--- config.mk ---
export PLATFORM = sky130hd
export DESIGN_NAME = conv_enc_r12
export DESIGN_NICKNAME = d
export VERILOG_FILES = /design/src/rtl/conv_enc_pkg.sv /design/src/rtl/conv_enc_parity.sv /design/src/rtl/conv_enc_tail_ctrl.sv /design/src/rtl/conv_enc_r12.sv
export SDC_FILE = /design/constraint.sdc
export NUM_CORES = 1
export LEC_CHECK = 0
export BUFFER_PORTS_ARGS = -buffer_cell sky130_fd_sc_hd__buf_2
export CAP_MARGIN = 30
export CORE_AREA = 3 3 40 42
export CTS_BUF_LIST = sky130_fd_sc_hd__clkbuf_8 sky130_fd_sc_hd__clkbuf_16
export CTS_CLUSTER_SIZE = 24
export DETAILED_ROUTE_END_ITERATION = 7
export DIE_AREA = 0 0 43 45
export GPL_ROUTABILITY_DRIVEN = 0
export PLACE_DENSITY = 0.62
export REMOVE_ABC_BUFFERS = 1
export SLEW_MARGIN = 20
export SYNTH_ARGS = -nofsm -noshare
export SYNTH_HDL_FRONTEND = slang
export SYNTH_SLANG_ARGS = --single-unit
--- constraint.sdc ---
create_clock -name clk -period 1 [get_ports clk]
set_input_delay 0.05 -clock clk [delete_from_list [all_inputs] [get_ports clk]]
set_output_delay 0.05 -clock clk [all_outputs]
set_load 0.005 [all_outputs]
--- src/rtl/conv_enc_pkg.sv ---
package conv_enc_pkg;
    // encoder memory (number of unit delays) and symbol width
    localparam int MEM  = 3;
    localparam int NOUT = 2;
    localparam int WIN  = MEM + 1;

    // tap vectors, bit i = coefficient of x^i (delay i)
    // index 1 -> 1 + x^2 + x^3, index 0 -> 1 + x + x^3
    localparam logic [NOUT-1:0][WIN-1:0] TAP_SET = {4'b1101, 4'b1011};

    typedef struct packed {
        logic [MEM-1:0]  hist;   // hist[0] newest, hist[MEM-1] oldest
        logic [NOUT-1:0] sym;
        logic            tail;
        logic            valid;
    } enc_state_t;

    typedef struct packed {
        logic                           busy;
        logic [((MEM > 1) ? $clog2(MEM) : 1)-1:0] cnt;
    } tail_state_t;
endpackage

--- src/rtl/conv_enc_parity.sv ---
module conv_enc_parity #(
    parameter int            MEM  = 3,
    parameter logic [MEM:0]  TAPS = '1
) (
    input  logic           cur,
    input  logic [MEM-1:0] hist,
    output logic           parity
);
    logic [MEM:0] window;

    always_comb begin
        window = {hist, cur};
        parity = ^(window & TAPS);
    end
endmodule

--- src/rtl/conv_enc_tail_ctrl.sv ---
module conv_enc_tail_ctrl
    import conv_enc_pkg::*;
#(
    parameter int STEPS = MEM
) (
    input  logic clk,
    input  logic rst,
    input  logic start,
    input  logic step,
    output logic busy
);
    localparam int CW = (STEPS > 1) ? $clog2(STEPS) : 1;

    logic [CW-1:0] cnt_d, cnt_q;
    logic          busy_d, busy_q;

    always_comb begin
        cnt_d  = cnt_q;
        busy_d = busy_q;
        if (start) begin
            busy_d = 1'b1;
            cnt_d  = '0;
        end else if (step) begin
            if (cnt_q == CW'(STEPS - 1)) begin
                busy_d = 1'b0;
                cnt_d  = '0;
            end else begin
                cnt_d = cnt_q + 1'b1;
            end
        end
    end

    always_ff @(posedge clk) begin
        if (rst) begin
            cnt_q  <= '0;
            busy_q <= 1'b0;
        end else begin
            cnt_q  <= cnt_d;
            busy_q <= busy_d;
        end
    end

    assign busy = busy_q;
endmodule

--- src/rtl/conv_enc_r12.sv ---
module conv_enc_r12
    import conv_enc_pkg::*;
(
    input  logic            clk,
    input  logic            rst,
    input  logic            in_valid,
    output logic            in_ready,
    input  logic            in_bit,
    input  logic            in_last,
    output logic            out_valid,
    input  logic            out_ready,
    output logic [NOUT-1:0] out_sym,
    output logic            out_tail
);
    enc_state_t      st_d, st_q;
    logic [MEM-1:0]  hist_q;
    logic [NOUT-1:0] par;
    logic            tail_busy;
    logic            slot_free;
    logic            take;
    logic            step;
    logic            cur_bit;

    assign hist_q = st_q.hist;

    // one parity network per symbol bit
    for (genvar g = 0; g < NOUT; g++) begin : g_par
        conv_enc_parity #(
            .MEM  (MEM),
            .TAPS (TAP_SET[g])
        ) i_par (
            .cur    (cur_bit),
            .hist   (st_q.hist),
            .parity (par[g])
        );
    end

    conv_enc_tail_ctrl #(
        .STEPS (MEM)
    ) i_tail (
        .clk   (clk),
        .rst   (rst),
        .start (take && in_last),
        .step  (step),
        .busy  (tail_busy)
    );

    always_comb begin
        slot_free = !st_q.valid || out_ready;
        in_ready  = slot_free && !tail_busy;
        take      = in_valid && in_ready;
        step      = tail_busy && slot_free;
        cur_bit   = take && in_bit;

        st_d = st_q;
        if (take || step) begin
            st_d.hist  = {st_q.hist[MEM-2:0], cur_bit};
            st_d.sym   = par;
            st_d.tail  = step;
            st_d.valid = 1'b1;
        end else if (out_ready) begin
            st_d.valid = 1'b0;
        end
    end

    always_ff @(posedge clk) begin
        if (rst) st_q <= '0;
        else     st_q <= st_d;
    end

    assign out_valid = st_q.valid;
    assign out_sym   = st_q.sym;
    assign out_tail  = st_q.tail;
endmodule

* Yosys cells after proc, flatten, opt, wreduce, memory -nomap -nowiden
Index checks and enable logic that the tools add are counted.
Operators by class: equality and inequality tests 1, reduce and logical (&&, ||, !) cells 16, add/sub/neg operators 1, muxes and demuxes 6
Operator list (count):
- 4-bit XOR reduction | 2
- 2-bit nonzero test | 3
- 1-bit logical AND | 5
- 1-bit 2-to-1 mux | 5
- 2-bit by 1-bit adder with 2-bit output (second input constant) | 1
- 2-bit equality test (second input constant) | 1
- 1-bit zero test | 2
- 1-bit logical OR | 2
- 2-bit 2-to-1 mux | 1
- 2-bit AND reduction | 1
- 2-bit OR reduction | 1
Word-level totals: bits in registers 10, output and inout port bits 5, input bits 6

* Longest topological paths before layout
Gate-level depths: netlist of the first run.
depth in word-level cells 7, depth in mapped cells 5, depth with buffers taken out 4

* Cells and area by module
A second synthesis of the first run with hierarchy kept.
Second synthesis, totals: cells, all modules 48, area total of the unflattened synthesis 490.5 um^2
Modules (own cells, without submodules):
- conv_enc_r12 | cells each 34, sequential area each 140.1 um^2, instances 1, area each 315.3 um^2
- conv_enc_tail_ctrl | cells each 12, sequential area each 60.1 um^2, instances 1, area each 127.6 um^2
- conv_enc_parity | cells each 1, sequential area each 0.0 um^2, instances 2, area each 23.8 um^2

* Least setup slack after synthesis of the first run
OpenSTA, ideal clock, no wires.
kind reg-to-reg, start point reg st_q (netlist bit out_valid), end point reg i_tail.cnt_q[0], cell stages (with the launch flop) 5, clock period less this slack 1.033 ns, setup slack -0.033 ns, path buffers 0, library setup time 0.086 ns, data arrival time 0.947 ns, cell sequence dfxtp_1 -> nor2b_2 -> nor4b_1 -> a21oi_1 -> a211oi_1
On the way: word-level cells in the longest chain between the ends 6, elaborated cells on any way between the ends 7, classes of those cells reduce/logical: 7
RTL lines:
- start, declared | RTL line conv_enc_r12.sv:15 | enc_state_t st_d, st_q;
- start signal, assigned | RTL line conv_enc_r12.sv:68 | else st_q <= st_d;
- 1-bit zero test (*) | RTL line conv_enc_r12.sv:49 | slot_free = !st_q.valid || out_ready;
- 1-bit logical OR (*) | RTL line conv_enc_r12.sv:49
- 1-bit logical AND | RTL line conv_enc_r12.sv:50 | in_ready = slot_free && !tail_busy;
- 1-bit logical AND | RTL line conv_enc_r12.sv:51 | take = in_valid && in_ready;
- 1-bit logical AND | RTL line conv_enc_r12.sv:43 | .start (take && in_last),
- 2-bit OR reduction (no line)
- end signal, assigned | RTL line conv_enc_tail_ctrl.sv:38 | cnt_q <= cnt_d;
- end, declared | RTL line conv_enc_tail_ctrl.sv:14 | logic [CW-1:0] cnt_d, cnt_q;
Mark *: on every way between the ends. The rest lies on a longest branch, timed or not. A chain may end at the register's enable or synchronous reset.

* Worst setup path after layout of the first run
start point reg st_q (netlist bit out_valid), end point out in_ready
On the way: word-level cells in the longest chain between the ends 3
RTL lines:
- 1-bit zero test | RTL line conv_enc_r12.sv:49
- 1-bit logical OR | RTL line conv_enc_r12.sv:49
- 1-bit logical AND | RTL line conv_enc_r12.sv:50
- end, declared | RTL line conv_enc_r12.sv:7 | output logic in_ready,
No other way between the ends.

==> reports/qor.log, run 1 <==
INFO  sta            max-slew-margin-rel=0.781
INFO  cts            total_cts_buffers=3
INFO  yosys          synth_area_in_xor_xnor=0.0386
INFO  yosys          most_used_dff_post_synth=sky130_fd_sc_hd__dfxtp_1
INFO  cts            tritoncts=done
INFO  global_route   grt.overflow.total=0
INFO  critical_path  worst_path_arrival_time=1.03ns
INFO  sta            finClkSkew=0.00246ns
INFO  pwr            final_power=1.12mW
INFO  place          portBuffers=10
INFO  run            max_cap_viol_count=0
INFO  cts            cts_hold_buffers_added=0
INFO  critical_path  cp_top_family=flip-flops
INFO  run_status     run_status=complete, but fails checks
INFO  critical_path  critical_path_buf_inv_count=2
INFO  routing        wl=1040µm
INFO  cells_and_area insertedDiodeCount=0
INFO  critical_path  critPathLaunchType=flop
INFO  yosys          share_of_the_synthesized_area_in_compound_gates_ao_oa_aoi_oai=0.207
INFO  yosys          yosysUniqueCellTypes=19
INFO  yosys          yosys.cell_count.top_type=sky130_fd_sc_hd__dfxtp_1
INFO  critical_path  crit_path_top_delay_cell=sky130_fd_sc_hd__dfxtp_2
INFO  yosys          share_of_the_synthesized_area_in_the_top_cell_type=0.441
INFO  pwr            max-vdd-ir-drop=821µV
INFO  sta            timing.final.setup_violations=4
INFO  critical_path  path_cells=nor2b_4, buf_6, nor2_2, buf_2
INFO  pwr            total_leakage_power=0.268nW
INFO  routing        detail_route.drc_violations=0
INFO  routing        avgRoutedWirePerCell=11.7µm
INFO  hold_path      hold_path.class=input pin to flop
INFO  cts            cts.clk_slew.worst_paths=0.05ns
INFO  sta            worst_slew_pin_slew=0.326ns
INFO  yosys          synth-adder-area-share=0
INFO  routing        avg_vias_per_cell=5.19
INFO  cells_and_area final_design_utilization=0.535
INFO  floorplanning  initial_core_utilization=0.353
INFO  cts            cts_sinks=10
INFO  cells_and_area syn2layout_area_growth=51.2%
INFO  global_route   first_global_vias=414
INFO  cells_and_area fin_cells=89
INFO  routing        remaining_antenna_violation_count_after_routing=0
INFO  floorplanning  core.rowCount=13
INFO  sta            finalWorstSetupSlack=-0.0776ns
INFO  pwr            cellPowerDensity=1630nW/µm²
INFO  cts            clk_root_buffer_cell=sky130_fd_sc_hd__clkbuf_8
INFO  yosys          synthSimpleGateAreaFrac=0.295
INFO  yosys          synth_area_per_cell=8.26µm²
INFO  critical_path  worst_stage_delay_on_the_critical_path=0.34ns
INFO  global_route   grt_pass1_wl=1730µm
INFO  critical_path  path_class=flop to output port
INFO  routing        num_vias=462
INFO  yosys          post_synth_inst_count=55
INFO  run_status     violations=setup timing
INFO  global_route   track_usage=0.124
INFO  routing        drtPass1Iterations=4
INFO  yosys          synth-async-reset-ratio=0
INFO  critical_path  path_max_fanout=4
INFO  cells_and_area fin_nets=81
INFO  yosys          synthDominantAreaCellType=sky130_fd_sc_hd__dfxtp_1
INFO  sta            fin_crit_sh=1.08
INFO  sta            report.final.hold_viol_count=0
INFO  cts            cts_max_path_buffers=2
INFO  floorplanning  ioPinCount=11
INFO  sta            final-max-slew-violation-count=0
INFO  critical_path  worstPathRequired=0.95ns
INFO  place          place_inst=84
INFO  yosys          post_synth_mux_area_share=0
INFO  cells_and_area fraction_of_final_layout_cells_sized_beyond_drive_strength_1=0.459
INFO  sta            fin_worst_hold_slack=0.0231ns
INFO  place          pre_cts_slack=-0.0937ns
INFO  floorplanning  dieWidth=43µm
INFO  yosys          synth_top_family_by_area=simple AND/OR/NAND/NOR gates
INFO  critical_path  endpoint_kind=output port
INFO  global_route   grt_start_max_net_pins=11
INFO  floorplanning  chipHeight=45µm
INFO  cts            clock_insertion_delay_worst_skew=0.24ns
INFO  global_route   antenna_found_initial=0
INFO  yosys          largest_cells_by_area_after_synthesis=sky130_fd_sc_hd__dfxtp_1 (44%), sky130_fd_sc_hd__a21oi_1 (6.6%), sky130_fd_sc_hd__nand2_1 (6.6%)
INFO  sta            setup_repair_after_global_routing_missed_its_margin=yes
INFO  yosys          mappedNetlistArea=454µm²
INFO  sta            fmax=928MHz
INFO  floorplanning  die-area=1940µm²
INFO  yosys          ys_warn_count=0
INFO  place          detailed_place_hpwl=699µm
INFO  yosys          synth_commonest_cells=sky130_fd_sc_hd__dfxtp_1 (10), sky130_fd_sc_hd__nand2_1 (8), sky130_fd_sc_hd__nor2_1 (7), sky130_fd_sc_hd__a21oi_1 (6), sky130_fd_sc_hd__o21ai_1 (4)
INFO  routing        dr.first_iter.drc_count=16
INFO  cts            htree_num_levels=1
INFO  yosys          synth_sequential_area_ratio=0.441
INFO  floorplanning  core_area=1280µm²
INFO  sta            finalCriticalPeriod=1.08ns
INFO  yosys          synth_enable_flop_cells=0
INFO  yosys          synth.ff_latch_count=10
## sequential cells by signal, indices dropped and copies added (netlist names)
name	count
out_valid	1
out_tail	1
i_tail.busy	1
out_sym	2
i_tail.cnt_q	2
hist_q	3
## per-stage QoR
step           setup TNS (ns)  cell area (µm²)
6_report               -0.180              687
4_1_cts                -0.331              651
2_1_floorplan         -0.0480              445
5_1_grt                -0.799              687
3_5_place_dp           -0.503              559
3_3_place_gp           -0.507              559
## what timing repair did
action | in CTS | in global routing
pin swaps | 1 | 4
endpoints found under the setup margin | 10 | 11
resized for setup | 9 | 10
setup buffers | 1 | 0
## layout make-up
type | count | area [µm²]
Fill cell | 124 | 598
Sequential cell | 10 | 210
Timing Repair Buffer | 17 | 114
Tap cell | 15 | 18.8
Clock buffer | 4 | 55.1
Multi-Input combinational cell | 43 | 289
## report_power, final
group	internal, mW	total, mW	switching [mW]	leakage (nW)
combinational	0.0905	0.174	0.0830	0.156
clock	0.346	0.509	0.162	0.0288
sequential	0.420	0.441	0.0210	0.0837
total	0.857	1.12	0.266	0.268
## placed cells by master (no fill, tap or decap), drive strengths merged
master / count
a211oi: 1
a21oi: 6
a221oi: 1
a22oi: 2
a31oi: 2
and4: 2
buf: 17
clkbuf: 4
dfxtp: 10
nand2: 8
nand2b: 2
nand3b: 1
nand4b: 1
nor2: 7
nor2b: 2
nor3: 1
nor4b: 1
o21ai: 4
xnor2: 2
## layer usage
metal	GRT usage	routed length, µm	vias to the layer above
li1	-	-	234
met1	0.136	440	212
met2	0.186	501	12
met3	0.0637	70	4
met4	0.0904	25	0
met5	0	0	-
## logic make-up (layout without fill, tap and decap cells)
family                    after synthesis  after routing
xor gates and xnor gates                2              2
AOI/OAI and AO/OA                      16             16
DFF                                    10             10
and+or+nand+nor                        25             25
buffers and inverters                   2             21
## path summary, 6_finish.rpt
kind,from,endpoint,slack [ns],depth (start not counted)
setup / recovery,out_valid$_SDFFE_PP0P_,in_ready,-0.08,4
hold / removal,in_last,i_tail.cnt_q[0]$_SDFFE_PP0P_,0.02,2
hold reg to reg,out_sym[0]$_SDFFE_PP0P_,out_sym[0]$_SDFFE_PP0P_,0.44,2
setup reg to reg,out_valid$_SDFFE_PP0P_,i_tail.cnt_q[0]$_SDFFE_PP0P_,-0.06,4
No activity file was read; power rests on OpenSTA's default activity.
==> run 2, diff against run 1 <==
- CTS_BUF_LIST: sky130_fd_sc_hd__clkbuf_8 sky130_fd_sc_hd__clkbuf_16 -> unset
- PLACE_DENSITY: 0.62 -> 0.6
- SLEW_MARGIN: 20 -> 5
- clock period: 1 -> 1.1 ns (I/O delays scaled with it)
==> run 2 against run 1 <==
Against the previous run:
- the run still ends with setup timing left
- first-iteration DRC count shrank 81%
- sequential cell count is the same
- utilization shrank 5.3 points
- non-clock buffer count shrank 2
- count of clock-buffer cells in the layout is the same
- register-to-register slack gained 0.04 ns
- setup slack gained 0.059 ns
- power shrank 23%
- largest power group is now registers
==> reports/qor.log, run 2 (synthesis gave the netlist of run 1 again) <==
INFO  critical_path  worst_stage_delay_on_the_critical_path=0.37ns [was 0.34 ns]
INFO  sta            max-slew-margin-rel=0.741 [was 0.781]
INFO  floorplanning  die-area=1940µm² [unchanged]
INFO  critical_path  critPathLaunchType=flop [unchanged]
INFO  floorplanning  initial_core_utilization=0.353 [unchanged]
INFO  cts            clk_root_buffer_cell=sky130_fd_sc_hd__clkbuf_4 [was sky130_fd_sc_hd__clkbuf_8]
INFO  hold_path      min_path_cells=2 [unchanged]
INFO  routing        wl=986µm [was 1040 µm]
INFO  routing        detail_route.drc_violations=0 [unchanged]
INFO  cells_and_area area_of_the_multi_input_gates=267µm² [was 289 µm²]
INFO  sta            fin_worst_hold_slack=0.0155ns [was 0.0231 ns]
INFO  sta            finalWorstSetupSlack=-0.0187ns [was -0.0776 ns]
INFO  sta            finalCriticalPeriod=1.12ns
INFO  floorplanning  core.rowCount=13 [unchanged]
INFO  cells_and_area num-fill-cells=133 [was 124]
INFO  cts            cts.clk_slew.worst_paths=0.07ns [was 0.05 ns]
INFO  hold_path      hold_path_startpoint=in_last [unchanged]
INFO  place          place_inst=82 [was 84]
INFO  run_status     violations=setup timing [unchanged]
INFO  critical_path  path_cells=nor2b_4, buf_6, nor2_2, buf_2 [unchanged]
INFO  floorplanning  dieWidth=43µm [unchanged]
INFO  critical_path  path_class=flop to output port [unchanged]
INFO  critical_path  worstPathRequired=1.04ns [was 0.95 ns]
INFO  sta            final-max-slew-violation-count=0 [unchanged]
INFO  routing        dr.first_iter.drc_count=3 [was 16]
INFO  cells_and_area insertedDiodeCount=0 [unchanged]
INFO  pwr            max-vdd-ir-drop=614µV [was 821 µV]
INFO  critical_path  timing.reg2reg.setup_slack=-0.02ns [was -0.06 ns]
INFO  critical_path  worst-r2r-cell-count=4 [unchanged]
INFO  sta            report.final.hold_viol_count=0 [unchanged]
INFO  global_route   grt.overflow.total=0 [unchanged]
INFO  cts            htree_num_levels=1 [unchanged]
INFO  cells_and_area syn2layout_area_growth=36.4% [was 51.2%]
INFO  cts            tritoncts=done [unchanged]
INFO  global_route   first_global_vias=408 [was 414]
INFO  place          detailed_place_hpwl=691µm [was 699 µm]
INFO  critical_path  worst_path_arrival_time=1.06ns [was 1.03 ns]
INFO  cts            cts_max_path_buffers=2 [unchanged]
INFO  cells_and_area fraction_of_final_layout_cells_sized_beyond_drive_strength_1=0.375 [was 0.459]
INFO  cells_and_area flip_flop_count_of_the_largest_register_all_copies_and_words_added=3 [unchanged]
INFO  critical_path  crit_path_top_delay_cell=sky130_fd_sc_hd__dfxtp_4 [was sky130_fd_sc_hd__dfxtp_2]
INFO  routing        avgRoutedWirePerCell=11.3µm [was 11.7 µm]
INFO  routing        avg_vias_per_cell=5.06 [was 5.19]
INFO  cts            cts_sinks=10 [unchanged]
INFO  global_route   grt_pass1_wl=1640µm [was 1730 µm]
INFO  hold_path      hold_path.class=input pin to flop [unchanged]
INFO  sta            setup_repair_after_global_routing_missed_its_margin=yes [unchanged]
INFO  routing        drtPass1Iterations=2 [was 4]
INFO  sta            fin_crit_sh=1.02
INFO  floorplanning  ioPinCount=11 [unchanged]
INFO  cts            cts_hold_buffers_added=0 [unchanged]
INFO  place          portBuffers=10 [unchanged]
INFO  cells_and_area layout_common_cells=sky130_fd_sc_hd__buf_2 (10), sky130_fd_sc_hd__nand2_1 (8), sky130_fd_sc_hd__dfxtp_1 (7), sky130_fd_sc_hd__nor2_1 (6), sky130_fd_sc_hd__a21oi_1 (6) [was sky130_fd_sc_hd__buf_2 (10), sky130_fd_sc_hd__nand2_1 (8), sky130_fd_sc_hd__a21oi_1 (6), sky130_fd_sc_hd__dfxtp_1 (6)]
INFO  sta            fmax=894MHz
INFO  critical_path  endpoint_kind=output port [unchanged]
INFO  sta            worst_slew_pin_slew=0.386ns [was 0.326 ns]
INFO  floorplanning  chipHeight=45µm [unchanged]
INFO  cells_and_area final_design_utilization=0.482 [was 0.535]
INFO  routing        remaining_antenna_violation_count_after_routing=0 [unchanged]
INFO  pwr            total_leakage_power=0.244nW [was 0.268 nW]
INFO  critical_path  regToRegEndpoint=i_tail.cnt_q[0]$_SDFFE_PP0P_ [unchanged]
INFO  cells_and_area fin_cells=87 [was 89]
INFO  sta            finClkSkew=0.00163ns [was 0.00246 ns]
INFO  critical_path  path_max_fanout=4 [unchanged]
INFO  hold_path      hold_path_end=i_tail.cnt_q[1]$_SDFFE_PP0P_ [was i_tail.cnt_q[0]$_SDFFE_PP0P_]
INFO  cells_and_area sequential_cell_area=206µm² [was 210 µm²]
INFO  routing        num_vias=440 [was 462]
INFO  cells_and_area most_common_cell_after_layout_fill_and_taps_aside=sky130_fd_sc_hd__buf_2 [unchanged]
INFO  cts            total_cts_buffers=3 [unchanged]
INFO  global_route   antenna_found_initial=0 [unchanged]
INFO  run_status     run_status=complete, but fails checks [unchanged]
INFO  cts            clock_insertion_delay_worst_skew=0.26ns [was 0.24 ns]
INFO  pwr            cellPowerDensity=1400nW/µm² [was 1630 nW/µm²]
INFO  run            max_cap_viol_count=0 [unchanged]
INFO  global_route   track_usage=0.114 [was 0.124]
INFO  cells_and_area fin_nets=79 [was 81]
INFO  global_route   grt_start_max_net_pins=11 [unchanged]
INFO  critical_path  reg2reg_from=out_valid$_SDFFE_PP0P_ [unchanged]
INFO  sta            timing.final.setup_violations=2 [was 4]
INFO  floorplanning  core_area=1280µm² [unchanged]
run 2: changes by cell type in the layout (fill, tap and decap cells not counted), moves of 2 or more:
cell | previous run | this run
sky130_fd_sc_hd__xnor2_1 | 0 | 2
sky130_fd_sc_hd__nor2_1 | 4 | 6
sky130_fd_sc_hd__xnor2_2 | 2 | 0
sky130_fd_sc_hd__buf_6 | 3 | 1
sky130_fd_sc_hd__clkbuf_8 | 4 | 1
sky130_fd_sc_hd__clkbuf_4 | 0 | 3
run 2: how the worst max path moves through the flow:
stage / start / end / cells after the start
after global routing: out_valid$_SDFFE_PP0P_ / i_tail.cnt_q[0]$_SDFFE_PP0P_ / 4
after CTS: out_valid$_SDFFE_PP0P_ / in_ready / 4
after global placement: out_valid$_SDFFE_PP0P_ / hist_q[0]$_SDFFE_PP0P_ / 4
after floorplan: out_valid$_SDFFE_PP0P_ / i_tail.cnt_q[0]$_SDFFE_PP0P_ / 4
after detailed placement: i_tail.busy$_SDFFE_PP0P_ / i_tail.cnt_q[1]$_SDFFE_PP0P_ / 3
final: out_valid$_SDFFE_PP0P_ / in_ready / 4
run 2: worst max-delay path: cells and delay by family (launching register included):
family / cells / cell delay [ns]
buffers and inverters: 2 / 0.23
DFF: 1 / 0.37
and+or+nand+nor: 2 / 0.22
run 2: per-stage QoR:
stage / instance area (µm²) / power (mW) / setup slack, ns / TNS, ns
after global routing: 619 / 0.920 / -0.0774 / -0.322
after CTS: 599 / 0.874 / -0.0391 / -0.0407
final: 619 / 0.868 / -0.0187 / -0.0349
after global placement: 544 / 0.529 / 0.0242 / 0
after floorplan: 445 / 0.472 / 0.0670 / 0
after detailed placement: 544 / 0.531 / -0.0175 / -0.0175
run 2: what timing repair did:
item | in CTS | in global routing
gates resized for setup | 5 | 4
setup endpoints to repair | 5 | 6
setup buffers | 0 | 1
run 2: cell type report:
cell class                 count  area share
sequential                    10       0.333
tap                           15      0.0303
multi-input combinational     43       0.430
clock buffer                   4      0.0586
timing repair buffer          15       0.147
run 2: where the power goes:
group	switching (mW)	internal, mW
clock network	0.130	0.201
logic	0.0684	0.0690
registers	0.0180	0.382
total	0.217	0.651
run 2: metal layers:
metal  vias up  global-route usage  wire length [µm]
met5         -                   0                 0
met4         0              0.0723                17
met3         2              0.0279                33
met2        10               0.204               504
met1       197               0.119               431
li1        231                   -                 -
==> run 3, diff against run 2 <==
- ABC_AREA: unset -> 1
- CAP_MARGIN: 30 -> 20
- CTS_BUF_LIST: unset -> sky130_fd_sc_hd__clkbuf_16
- PLACE_DENSITY: 0.6 -> 0.61
==> run 3 against run 2 <==
Against the previous run:
- the flow now finishes without violations
- critical endpoint unchanged
- clock skew increased by 0.0046 ns
- routed wire length decreased by 14%
- highest routed layer unchanged
- synthesized cell count increased by 18%
- setup slack improved by 0.11 ns
- count of clock-buffer cells in the layout decreased by 1
- sequential share of layout area decreased by 0.94 points
- clock power increased by 95%
==> reports/qor.log, run 3 <==
INFO  cts            tritoncts=done [unchanged]
INFO  cells_and_area fin_nets=87 [was 79]
INFO  floorplanning  chipHeight=45µm [unchanged]
INFO  global_route   grt.overflow.total=0 [unchanged]
INFO  yosys          synth_commonest_cells=sky130_fd_sc_hd__nand2_1 (18), sky130_fd_sc_hd__inv_1 (11), sky130_fd_sc_hd__dfxtp_1 (10), sky130_fd_sc_hd__a21oi_1 (7), sky130_fd_sc_hd__nand3_1 (6) [was sky130_fd_sc_hd__dfxtp_1 (10), sky130_fd_sc_hd__nand2_1 (8), sky130_fd_sc_hd__nor2_1 (7), sky130_fd_sc_hd__a21oi_1 (6), sky130_fd_sc_hd__o21ai_1 (4)]
INFO  sta            finalCriticalPeriod=1.00ns [was 1.12 ns]
INFO  critical_path  worst-r2r-cell-count=6 [was 4]
INFO  floorplanning  core_area=1280µm² [unchanged]
INFO  sta            timing.final.setup_violations=0 [was 2]
INFO  yosys          largest_cells_by_area_after_synthesis=sky130_fd_sc_hd__dfxtp_1 (43%), sky130_fd_sc_hd__nand2_1 (15%), sky130_fd_sc_hd__inv_1 (8.9%) [was sky130_fd_sc_hd__dfxtp_1 (44%), sky130_fd_sc_hd__a21oi_1 (6.6%), sky130_fd_sc_hd__nand2_1 (6.6%)]
INFO  cts            clock_insertion_delay_worst_skew=0.24ns [was 0.26 ns]
INFO  routing        num_vias=428 [was 440]
INFO  place          postPlaceCellArea=542µm² [was 544 µm²]
INFO  global_route   track_usage=0.104 [was 0.114]
INFO  yosys          most_used_dff_post_synth=sky130_fd_sc_hd__dfxtp_1 [unchanged]
INFO  place          pre_cts_slack=0.132ns [was -0.0175 ns]
INFO  yosys          yosys.cell_count.top_type=sky130_fd_sc_hd__nand2_1 [was sky130_fd_sc_hd__dfxtp_1]
INFO  cells_and_area insertedDiodeCount=0 [unchanged]
INFO  run            max_cap_viol_count=0 [unchanged]
INFO  critical_path  worstPathRequired=1.04ns [about the same]
INFO  cts            cts_max_path_buffers=2 [unchanged]
INFO  global_route   grt_pass1_wl=1400µm [was 1640 µm]
INFO  yosys          synth-async-reset-ratio=0 [unchanged]
INFO  critical_path  path_class=flop to output port [unchanged]
INFO  hold_path      hold_path.class=input pin to flop [unchanged]
INFO  cts            cts_hold_buffers_added=0 [unchanged]
INFO  floorplanning  dieWidth=43µm [unchanged]
INFO  floorplanning  initial_core_utilization=0.362 [was 0.353]
INFO  critical_path  worst_path_arrival_time=0.95ns [was 1.06 ns]
INFO  sta            final-max-slew-violation-count=0 [unchanged]
INFO  sta            report.final.hold_viol_count=0 [unchanged]
INFO  yosys          synth.ff_latch_count=10 [unchanged]
INFO  global_route   antenna_found_initial=0 [unchanged]
INFO  routing        wl=846µm [was 986 µm]
INFO  yosys          synth_sequential_area_ratio=0.430 [was 0.441]
INFO  yosys          synth_area_per_cell=7.16µm² [was 8.26 µm²]
INFO  routing        avg_vias_per_cell=4.51 [was 5.06]
INFO  cells_and_area most_common_cell_after_layout_fill_and_taps_aside=sky130_fd_sc_hd__nand2_1 [was sky130_fd_sc_hd__buf_2]
INFO  floorplanning  core.rowCount=13 [unchanged]
INFO  yosys          yosysUniqueCellTypes=15 [was 19]
INFO  pwr            cellPowerDensity=1890nW/µm² [was 1400 nW/µm²]
INFO  sta            setup_repair_after_global_routing_missed_its_margin=no [was yes]
INFO  sta            fmax=996MHz [was 894 MHz]
INFO  sta            finalWorstSetupSlack=0.0957ns [was -0.0187 ns]
INFO  run_status     run_status=completed [was complete, but fails checks]
INFO  cells_and_area flip_flop_count_of_the_largest_register_all_copies_and_words_added=3 [unchanged]
INFO  cells_and_area final_design_utilization=0.484 [was 0.482]
INFO  yosys          synthDominantAreaCellType=sky130_fd_sc_hd__dfxtp_1 [unchanged]
INFO  routing        avgRoutedWirePerCell=8.91µm [was 11.3 µm]
INFO  sta            max-slew-margin-rel=0.883 [was 0.741]
INFO  floorplanning  ioPinCount=11 [unchanged]
INFO  yosys          post_synth_inst_count=65 [was 55]
INFO  cells_and_area fraction_of_final_layout_cells_sized_beyond_drive_strength_1=0.263 [was 0.375]
INFO  sta            finClkSkew=0.00626ns [was 0.00163 ns]
INFO  global_route   grt_start_max_net_pins=7 [was 11]
INFO  critical_path  path_max_fanout=6 [was 4]
INFO  yosys          ys_warn_count=0 [unchanged]
INFO  yosys          synth_enable_flop_cells=0 [unchanged]
INFO  cells_and_area num-fill-cells=126 [was 133]
INFO  critical_path  timing.reg2reg.setup_slack=0.14ns [was -0.02 ns]
INFO  critical_path  critPathLaunch=out_valid$_SDFFE_PP0P_ [unchanged]
INFO  routing        remaining_antenna_violation_count_after_routing=0 [unchanged]
INFO  cts            total_cts_buffers=3 [unchanged]
INFO  cells_and_area sequential_cell_area=201µm² [was 206 µm²]
INFO  yosys          share_of_the_synthesized_area_in_the_top_cell_type=0.430 [was 0.441]
INFO  cells_and_area layout_common_cells=sky130_fd_sc_hd__nand2_1 (18), sky130_fd_sc_hd__inv_1 (11), sky130_fd_sc_hd__buf_2 (10), sky130_fd_sc_hd__dfxtp_1 (9), sky130_fd_sc_hd__a21oi_1 (7) [was sky130_fd_sc_hd__buf_2 (10), sky130_fd_sc_hd__nand2_1 (8), sky130_fd_sc_hd__dfxtp_1 (7), sky130_fd_sc_hd__nor2_1 (6), sky130_fd_sc_hd__a21oi_1 (6)]
INFO  cells_and_area final_area=622µm² [was 619 µm²]
INFO  critical_path  crit_path_end=in_ready [unchanged]
INFO  pwr            max-vdd-ir-drop=1040µV [was 614 µV]
INFO  routing        detail_route.drc_violations=0 [unchanged]
INFO  pwr            total_leakage_power=0.308nW [was 0.244 nW]
INFO  routing        drtPass1Iterations=2 [unchanged]
INFO  cts            htree_num_levels=1 [unchanged]
INFO  cts            clk_root_buffer_cell=sky130_fd_sc_hd__clkbuf_16 [was sky130_fd_sc_hd__clkbuf_4]
INFO  sta            setup_total_negative_slack=0ns [was -0.0349 ns]
INFO  place          detailed_place_hpwl=650µm [was 691 µm]
INFO  sta            worst_slew_pin_slew=0.175ns [was 0.386 ns]
INFO  routing        dr.first_iter.drc_count=4 [was 3]
INFO  cts            cts.clk_slew.worst_paths=0.04ns [was 0.07 ns]
INFO  critical_path  regToRegEndpoint=out_sym[1]$_SDFFE_PP0P_ [was i_tail.cnt_q[0]$_SDFFE_PP0P_]
INFO  yosys          mappedNetlistArea=465µm² [was 454 µm²]
INFO  cts            post-cts-setup-buffer-count=0 [unchanged]
INFO  critical_path  reg2reg_from=out_valid$_SDFFE_PP0P_ [unchanged]
INFO  sta            fin_crit_sh=0.913 [was 1.02]
INFO  floorplanning  die-area=1940µm² [unchanged]
INFO  global_route   first_global_vias=348 [was 408]
INFO  critical_path  endpoint_kind=output port [unchanged]
INFO  critical_path  critPathLaunchType=flop [unchanged]
INFO  cells_and_area syn2layout_area_growth=33.6% [was 36.4%]
INFO  place          portBuffers=10 [unchanged]
INFO  cells_and_area area_of_the_multi_input_gates=213µm² [was 267 µm²]
INFO  cts            cts_sinks=10 [unchanged]
-- run 3: routing by layer --
| layer | vias up | routed length [µm] | track usage |
|---|---|---|---|
| met3 | 3 | 86 | 0.0518 |
| met4 | 0 | 28 | 0.0904 |
| met2 | 13 | 291 | 0.123 |
| met1 | 177 | 439 | 0.136 |
| li1 | 235 | - | - |
| met5 | - | 0 | 0 |
-- run 3: repair_timing --
item	in CTS	in global routing
resized for setup	0	1
hold endpoints to repair	0	0
endpoints found under the setup margin	0	1
-- run 3: final cells by class --
type	count	area share
multi-input cells	41	0.342
flip-flops and latches	10	0.324
clock buffers	3	0.121
repair buffers	11	0.0926
inverters	14	0.0845
well taps	15	0.0302
clock inverters	1	0.00604
-- run 3: power by group --
| group | switching (mW) | internal [mW] | total, mW |
|---|---|---|---|
| sequential | 0.0153 | 0.387 | 0.402 |
| combinational | 0.0709 | 0.0570 | 0.128 |
| clock | 0.170 | 0.476 | 0.646 |
| total | 0.256 | 0.920 | 1.18 |
-- run 3: critical path, stage by stage (launching register included) --
cell                      delay, ns
sky130_fd_sc_hd__dfxtp_1       0.33
sky130_fd_sc_hd__nand2_2       0.11
sky130_fd_sc_hd__nand2_1       0.11
sky130_fd_sc_hd__inv_2         0.04
sky130_fd_sc_hd__buf_2         0.12
-- run 3: logic make-up after synthesis --
kind of cell | count (synthesis) | synth area share
XOR/XNOR | 2 | 0.0376
flip-flops | 10 | 0.430
buffers and inverters | 14 | 0.113
AND/OR/NAND/NOR | 28 | 0.266
AO/OA/AOI/OAI | 11 | 0.153
-- run 3: through the flow --
step,instances,total power [mW],hold WS (ns)
2_1_floorplan,65,0.488,0.124
3_3_place_gp,91,0.536,0.305
3_5_place_dp,91,0.537,0.301
4_1_cts,95,1.20,0.0449
5_1_grt,95,1.24,0.0677
6_report,95,1.18,0.0500
-- run 3: how the worst min path moves through the flow --
stage | from | to | slack (ns) | depth (start not counted)
floorplan | rst | hist_q[0]$_SDFFE_PP0P_ | 0.12 | 1
global placement | rst | hist_q[1]$_SDFFE_PP0P_ | 0.30 | 2
detailed placement | rst | hist_q[1]$_SDFFE_PP0P_ | 0.30 | 2
CTS | rst | hist_q[1]$_SDFFE_PP0P_ | 0.04 | 2
global route | rst | hist_q[1]$_SDFFE_PP0P_ | 0.07 | 2
finish | rst | hist_q[1]$_SDFFE_PP0P_ | 0.05 | 2
